[src/rtl/rvx_pkg.sv]
package rvx_pkg;

  localparam logic [6:0] OPC_REG   = 7'b0110011;
  localparam logic [6:0] OPC_IMM   = 7'b0010011;
  localparam logic [6:0] OPC_LUI   = 7'b0110111;
  localparam logic [6:0] OPC_AUIPC = 7'b0010111;

  localparam logic [6:0] F7_BASE = 7'b0000000;
  localparam logic [6:0] F7_ALT  = 7'b0100000;

  localparam logic [2:0] F3_ADD  = 3'b000;
  localparam logic [2:0] F3_SLL  = 3'b001;
  localparam logic [2:0] F3_SLT  = 3'b010;
  localparam logic [2:0] F3_SLTU = 3'b011;
  localparam logic [2:0] F3_XOR  = 3'b100;
  localparam logic [2:0] F3_SR   = 3'b101;
  localparam logic [2:0] F3_OR   = 3'b110;
  localparam logic [2:0] F3_AND  = 3'b111;

  typedef enum logic [3:0] {
    OP_ADD, OP_SUB, OP_SLL, OP_SLT, OP_SLTU,
    OP_XOR, OP_SRL, OP_SRA, OP_OR, OP_AND, OP_PASS_B
  } alu_op_e;

  typedef enum logic [1:0] {
    SH_LEFT, SH_RIGHT_LOG, SH_RIGHT_ARI
  } shift_kind_e;

  function automatic alu_op_e op_from_f3(input logic [2:0] f3, input logic alt);
    alu_op_e op;
    case (f3)
      F3_ADD:  op = alt ? OP_SUB : OP_ADD;
      F3_SLL:  op = OP_SLL;
      F3_SLT:  op = OP_SLT;
      F3_SLTU: op = OP_SLTU;
      F3_XOR:  op = OP_XOR;
      F3_SR:   op = alt ? OP_SRA : OP_SRL;
      F3_OR:   op = OP_OR;
      default: op = OP_AND;
    endcase
    return op;
  endfunction

endpackage

[src/rtl/rvx_decode.sv]
module rvx_decode
  import rvx_pkg::*;
#(
  parameter int XLEN = 32
) (
  input  logic [31:0]     instr_i,
  output alu_op_e         op_o,
  output logic            a_from_pc_o,
  output logic            b_from_imm_o,
  output logic [XLEN-1:0] imm_o,
  output logic [4:0]      rd_o,
  output logic            illegal_o
);

  logic [6:0]      opcode;
  logic [2:0]      f3;
  logic [6:0]      f7;
  logic [XLEN-1:0] imm_i_ext;
  logic [XLEN-1:0] imm_u_ext;

  assign opcode    = instr_i[6:0];
  assign f3        = instr_i[14:12];
  assign f7        = instr_i[31:25];
  assign rd_o      = instr_i[11:7];
  assign imm_i_ext = XLEN'($signed(instr_i[31:20]));
  assign imm_u_ext = XLEN'($signed({instr_i[31:12], 12'h000}));

  always_comb begin
    op_o         = OP_ADD;
    a_from_pc_o  = 1'b0;
    b_from_imm_o = 1'b0;
    imm_o        = '0;
    illegal_o    = 1'b0;
    case (opcode)
      OPC_REG: begin
        if (f7 == F7_BASE) begin
          op_o = op_from_f3(f3, 1'b0);
        end else if (f7 == F7_ALT && (f3 == F3_ADD || f3 == F3_SR)) begin
          op_o = op_from_f3(f3, 1'b1);
        end else begin
          illegal_o = 1'b1;
        end
      end
      OPC_IMM: begin
        b_from_imm_o = 1'b1;
        imm_o        = imm_i_ext;
        if (f3 == F3_SLL) begin
          op_o      = OP_SLL;
          illegal_o = (f7 != F7_BASE);
        end else if (f3 == F3_SR) begin
          op_o      = (f7 == F7_ALT) ? OP_SRA : OP_SRL;
          illegal_o = (f7 != F7_ALT) && (f7 != F7_BASE);
        end else begin
          op_o = op_from_f3(f3, 1'b0);
        end
      end
      OPC_LUI: begin
        op_o         = OP_PASS_B;
        b_from_imm_o = 1'b1;
        imm_o        = imm_u_ext;
      end
      OPC_AUIPC: begin
        op_o         = OP_ADD;
        a_from_pc_o  = 1'b1;
        b_from_imm_o = 1'b1;
        imm_o        = imm_u_ext;
      end
      default: illegal_o = 1'b1;
    endcase
  end

  always_comb begin
    if (opcode == OPC_IMM && f3 == F3_ADD) begin
      assert_addi_never_sub_R4: assert (op_o == OP_ADD)
        else $error("addi decoded as another operation");
    end
  end

endmodule

[src/rtl/rvx_shift.sv]
module rvx_shift
  import rvx_pkg::*;
#(
  parameter int XLEN = 32
) (
  input  logic [XLEN-1:0]         a_i,
  input  logic [$clog2(XLEN)-1:0] shamt_i,
  input  shift_kind_e             kind_i,
  output logic [XLEN-1:0]         y_o
);

  localparam int SHW = $clog2(XLEN);

  logic [XLEN-1:0] a_rev;
  logic [XLEN-1:0] src;
  logic [XLEN-1:0] res_rev;
  logic [XLEN-1:0] stage [SHW+1];
  logic            fill;

  for (genvar i = 0; i < XLEN; i++) begin : g_rev_in
    assign a_rev[i] = a_i[XLEN-1-i];
  end

  assign src      = (kind_i == SH_LEFT) ? a_rev : a_i;
  assign fill     = (kind_i == SH_RIGHT_ARI) & a_i[XLEN-1];
  assign stage[0] = src;

  for (genvar s = 0; s < SHW; s++) begin : g_stage
    localparam int STEP = 1 << s;
    assign stage[s+1] = shamt_i[s] ? {{STEP{fill}}, stage[s][XLEN-1:STEP]} : stage[s];
  end

  for (genvar i = 0; i < XLEN; i++) begin : g_rev_out
    assign res_rev[i] = stage[SHW][XLEN-1-i];
  end

  assign y_o = (kind_i == SH_LEFT) ? res_rev : stage[SHW];

  always_comb begin
    if (shamt_i == '0) begin
      assert_zero_shift_identity_R5: assert (y_o == a_i)
        else $error("shift by zero altered operand");
    end
  end

endmodule

[src/rtl/rvx_alu.sv]
module rvx_alu
  import rvx_pkg::*;
#(
  parameter int XLEN = 32
) (
  input  alu_op_e         op_i,
  input  logic [XLEN-1:0] a_i,
  input  logic [XLEN-1:0] b_i,
  output logic [XLEN-1:0] y_o
);

  localparam int SHW = $clog2(XLEN);

  shift_kind_e     sh_kind;
  logic [XLEN-1:0] sh_y;
  logic            lt_s;
  logic            lt_u;

  always_comb begin
    case (op_i)
      OP_SRL:  sh_kind = SH_RIGHT_LOG;
      OP_SRA:  sh_kind = SH_RIGHT_ARI;
      default: sh_kind = SH_LEFT;
    endcase
  end

  rvx_shift #(.XLEN(XLEN)) u_shift (
    .a_i     (a_i),
    .shamt_i (b_i[SHW-1:0]),
    .kind_i  (sh_kind),
    .y_o     (sh_y)
  );

  assign lt_s = $signed(a_i) < $signed(b_i);
  assign lt_u = a_i < b_i;

  always_comb begin
    case (op_i)
      OP_ADD:    y_o = a_i + b_i;
      OP_SUB:    y_o = a_i - b_i;
      OP_SLL,
      OP_SRL,
      OP_SRA:    y_o = sh_y;
      OP_SLT:    y_o = XLEN'(lt_s);
      OP_SLTU:   y_o = XLEN'(lt_u);
      OP_XOR:    y_o = a_i ^ b_i;
      OP_OR:     y_o = a_i | b_i;
      OP_AND:    y_o = a_i & b_i;
      default:   y_o = b_i;
    endcase
  end

  always_comb begin
    if (op_i == OP_SUB) begin
      assert_sub_wraps_R9: assert (XLEN'(y_o + b_i) == a_i)
        else $error("subtract result not modular");
    end
    if (op_i == OP_SLT || op_i == OP_SLTU) begin
      assert_cmp_is_bool_R6: assert (y_o[XLEN-1:1] == '0)
        else $error("compare result wider than one bit");
    end
  end

endmodule

[src/rtl/rvx_exec_unit.sv]
module rvx_exec_unit
  import rvx_pkg::*;
#(
  parameter int XLEN = 32
) (
  input  logic [31:0]     instr_i,
  input  logic [XLEN-1:0] rs1_val_i,
  input  logic [XLEN-1:0] rs2_val_i,
  input  logic [XLEN-1:0] pc_i,
  output logic [XLEN-1:0] result_o,
  output logic [4:0]      rd_o,
  output logic            wr_en_o,
  output logic            illegal_o
);

  alu_op_e         dec_op;
  logic            a_from_pc;
  logic            b_from_imm;
  logic [XLEN-1:0] dec_imm;
  logic [XLEN-1:0] opnd_a;
  logic [XLEN-1:0] opnd_b;
  logic [XLEN-1:0] alu_y;

  rvx_decode #(.XLEN(XLEN)) u_decode (
    .instr_i      (instr_i),
    .op_o         (dec_op),
    .a_from_pc_o  (a_from_pc),
    .b_from_imm_o (b_from_imm),
    .imm_o        (dec_imm),
    .rd_o         (rd_o),
    .illegal_o    (illegal_o)
  );

  assign opnd_a = a_from_pc  ? pc_i    : rs1_val_i;
  assign opnd_b = b_from_imm ? dec_imm : rs2_val_i;

  rvx_alu #(.XLEN(XLEN)) u_alu (
    .op_i (dec_op),
    .a_i  (opnd_a),
    .b_i  (opnd_b),
    .y_o  (alu_y)
  );

  assign result_o = illegal_o ? '0 : alu_y;
  assign wr_en_o  = !illegal_o && (rd_o != 5'd0);

  always_comb begin
    if (illegal_o) begin
      assert_no_write_illegal_R11: assert (!wr_en_o)
        else $error("write strobe on illegal encoding");
    end
    if (rd_o == 5'd0) begin
      assert_x0_never_written_R10: assert (!wr_en_o)
        else $error("write strobe for register zero");
    end
    if (!illegal_o && rd_o != 5'd0) begin
      assert_legal_writes_R12: assert (wr_en_o)
        else $error("accepted instruction did not write");
    end
    if (!illegal_o && instr_i[6:0] == OPC_LUI) begin
      assert_lui_low_clear_R7: assert (result_o[11:0] == 12'h000)
        else $error("upper immediate low bits not clear");
    end
  end

endmodule

[config.mk]
export PLATFORM = sky130hd
export DESIGN_NAME = rvx_exec_unit
export DESIGN_NICKNAME = d
export VERILOG_FILES = /design/src/rtl/rvx_pkg.sv /design/src/rtl/rvx_decode.sv /design/src/rtl/rvx_shift.sv /design/src/rtl/rvx_alu.sv /design/src/rtl/rvx_exec_unit.sv
export SDC_FILE = /design/constraint.sdc
export NUM_CORES = 1
export LEC_CHECK = 0
export ABC_CLOCK_PERIOD_IN_PS = 15000
export BUFFER_PORTS_ARGS = -buffer_cell sky130_fd_sc_hd__buf_2
export CORE_ASPECT_RATIO = 2
export CORE_UTILIZATION = 42
export DETAILED_ROUTE_END_ITERATION = 8
export PLACE_DENSITY = 0.71
export SLEW_MARGIN = 25
export SYNTH_ARGS = -nofsm -noshare
export SYNTH_HDL_FRONTEND = slang
export SYNTH_HIERARCHICAL = 1
export SYNTH_SLANG_ARGS = --single-unit
[constraint.sdc]
create_clock -name vclk -period 15
set_clock_uncertainty 0.1 [all_clocks]
set_input_delay 0.75 -clock vclk [all_inputs]
set_output_delay 0.75 -clock vclk [all_outputs]
set_load 0.01 [all_outputs]
==> impl.org <==
** Outcome
- Status :: finished clean

** Floorplan
- For this design the top-level I/O count stands at 167.
- In this run the horizontal extent of the chip is 113.4 µm.
- # rows :: 81
- Area of the die :: 0.02550 mm²
- Std-Cell Core Area :: 0.02442 mm²
- Die Ht :: 224.8 µm
- For this configuration, the core starts out at a cell density of 42.69%.

** Placement
- OpenSTA, run right after detailed placement, puts the worst setup slack at 6.632 ns.
- Buffers added on ports :: 167
- Routability congestion estimate from global placement :: 1.048
- Estimated wirelength of the detail-placed design :: 41.42 mm

** STA
- At the pin with the least slew margin, the transition time is 1.208 ns.
- Post-route clock period utilization :: 56.87%
- Final setup TNS :: 0 ns
- Setup repair after global routing left no endpoint under its margin.
- The number of max-slew violations in the final report is 0.
- Counting I/O delays and the setup requirement, the final critical path takes 8.531 ns.
- Hold Vio Cnt, Final :: 0
- Maximum clock rate :: 117.2 MHz
- Tightest slew margin relative to the limit :: 19.18%
- Slack of the critical path :: 6.469 ns
- Setup violations remaining at the end of the flow were counted as 0.

** Synthesis
- Top-count cell post-synth :: a21oi_1
- The cell area that synthesis handed to floorplanning was 0.01043 mm².
- The Yosys step of the flow raised 6 warnings.
- ha_1 takes more of the synthesized area than any other cell.
- Ranking of synthesized cells by instance count :: a21oi_1, ha_1, inv_1
- Portion of the post-synthesis area used by sequential elements :: 0%
- Ranked by total cell area, the synthesized netlist is headed by ha_1, mux2_4, mux4_2.
- The number of different library cells used by synthesis comes to 101.
- Dividing the synthesized area by the synthesized cell count gives 7.337 µm².
- Synthesis produced a netlist whose cell count is 1421.
- Synthesis produced a netlist with a net count of 1654.
- Summed over its instances, the top area cell type makes up 12.36% of the synthesized netlist area.

** GRT
- Global routing used 41.07% of the available tracks.
- The first global-routing pass estimated 76.78 mm of wire.
- Total grt overflow :: 0
- The number of global-route vias before repair is 12160.
- Initial antenna violation count :: 6
- Entering global routing, the biggest net connects 47 pins.

** Routing
- The first routing iteration left 1233 violations.
- Detailed routing inserted a total of 12550 vias.
- The count of nets left with antenna violations once routing finished came out at 0.
- Count of unresolved DRC violations after routing :: 0
- Routed length per instance :: 28.99 µm
- Total detailed-routing wirelength :: 53.00 mm
- For this run, the detailed router's first-pass iteration total came to 9.
- Via-to-Cell Ratio :: 6.865

** Critical path
- Cell chain of the critical path :: buf_2 -> or4_4 -> nor3_4 -> nand4_1 -> a211oi_4 -> buf_4 -> nand2_1 -> nor2_1 -> or2_2 -> buf_4 -> mux4_2 -> mux4_2 -> and2_1 -> nor4_2 -> mux2i_1 -> a221oi_1 -> o21ai_0 -> nor3_1 -> o41ai_1 -> nand3b_1 -> nor4b_1 -> nor2b_1 -> buf_2
- Worst-path cell with the longest stage delay :: nor2_1
- Highest fanout seen on the critical path :: 35
- Largest stage delay on the critical path :: 0.68 ns
- The worst setup path is of the input pin to output pin kind.
- STA classifies the critical path endpoint as an output pin.
- Crit path launch type :: input pin
- For the worst setup path, the data arrival time is 7.68 ns.
- Required time reported for the critical path endpoint :: 14.15 ns

** Cells and area
- The final layout contains 1728 nets.
- Compared with the post-synthesis result, the final layout area differs by 7.752%.
- The clock buffers instantiated in the layout total 0.
- In the final layout, the share of cells above drive strength 1 is 23.04%.
- Fill cells in the final layout number 2562.
- Area taken by flip-flops and latches :: 0 µm²
- Sequential cells placed in the final layout were counted as 0.

** Run
- Across the run, the number of max-cap violations was 0.

** Min path
- Path class of the lowest-slack min-delay path :: input pin to output pin
- Hold path start :: instr_i[7]
- Depth of the worst hold-timing path :: 2
- The path with the worst hold slack has its endpoint at rd_o[0].

** Clocking
- Buffers added to address setup during post-CTS repair amount to 0.
- For this design, the CTS-stage hold fixing added 0 buffers.
- In this run, post-CTS repair resized a total of 0 instances.
==> worst max-delay path by stage <==
stage | start | slack [ns] | endpoint | depth (start not counted)
final | instr_i[29] | 6.47 | result_o[29] | 23
after global routing | instr_i[29] | 6.04 | result_o[29] | 23
after CTS | instr_i[29] | 6.62 | result_o[29] | 23
after global placement | instr_i[29] | 6.77 | result_o[29] | 23
after floorplan | instr_i[29] | 8.58 | result_o[29] | 21
after detailed placement | instr_i[29] | 6.63 | result_o[29] | 23
==> cell families (layout without fill, tap and decap cells) <==
kind of cell	Yosys count	count (layout)	synth area share, %
other	0	3	0
and+or+nand+nor	398	398	19.40
buffers and inverters	231	303	10.81
muxes	139	139	21.38
AOI/OAI and AO/OA	526	526	33.81
xor gates and xnor gates	22	22	1.848
adders and majority gates	105	105	12.74
==> layout make-up <==
| class | instances | area, µm² | area share [%] |
|---|---|---|---|
| multi-input combinational | 1190 | 9382 | 83.51 |
| timing repair buffer | 188 | 993.5 | 8.843 |
| tap | 332 | 415.4 | 3.698 |
| antenna | 3 | 7.507 | 0.06682 |
| inverter | 115 | 436.7 | 3.887 |
==> through the flow <==
| stage | std cells | cell area (µm²) | hold slack [ns] | util [%] |
|---|---|---|---|---|
| floorplan | 1421 | 10430 | 1.497 | - |
| global placement | 1825 | 11210 | 1.599 | 45.88 |
| detailed placement | 1825 | 11210 | 1.600 | 45.88 |
| CTS | 1825 | 11210 | 1.600 | 45.88 |
| global route | 1825 | 11230 | 1.614 | 45.97 |
| finish | 1828 | 11230 | 1.600 | 46.00 |
==> routing by layer <==
layer	global-route usage (%)	vias up	share of wire, %
met5	0	-	0.060
met4	37.44	4	12
met3	9.539	331	8.0
met2	73.20	810	49
met1	38.33	5927	31
li1	-	5477	-
==> layout by cell type, fill, tap and decap left out, types with 13 or more instances in the layout <==
master / instances
a211oi_1: 24
a21o_1: 34
a21oi_1: 139
a221o_1: 13
a221oi_1: 16
a22oi_1: 23
a31oi_1: 16
and2_1: 17
and2b_1: 23
buf_2: 167
buf_4: 21
ha_1: 103
inv_1: 103
mux2_4: 60
mux2i_1: 30
mux4_2: 37
nand2_1: 97
nand3_1: 17
nand4_1: 16
nor2_1: 95
nor2b_1: 22
nor3_1: 35
o211ai_1: 16
o21ai_0: 90
o22ai_1: 15
o31ai_1: 24
xnor2_1: 20
==> worst max-delay path, delay by kind of cell <==
kind,cells,cell delay [ns]
and+or+nand+nor,12,3.63
buffers and inverters,4,1.13
AOI/OAI and AO/OA,4,0.86
muxes,3,1.29
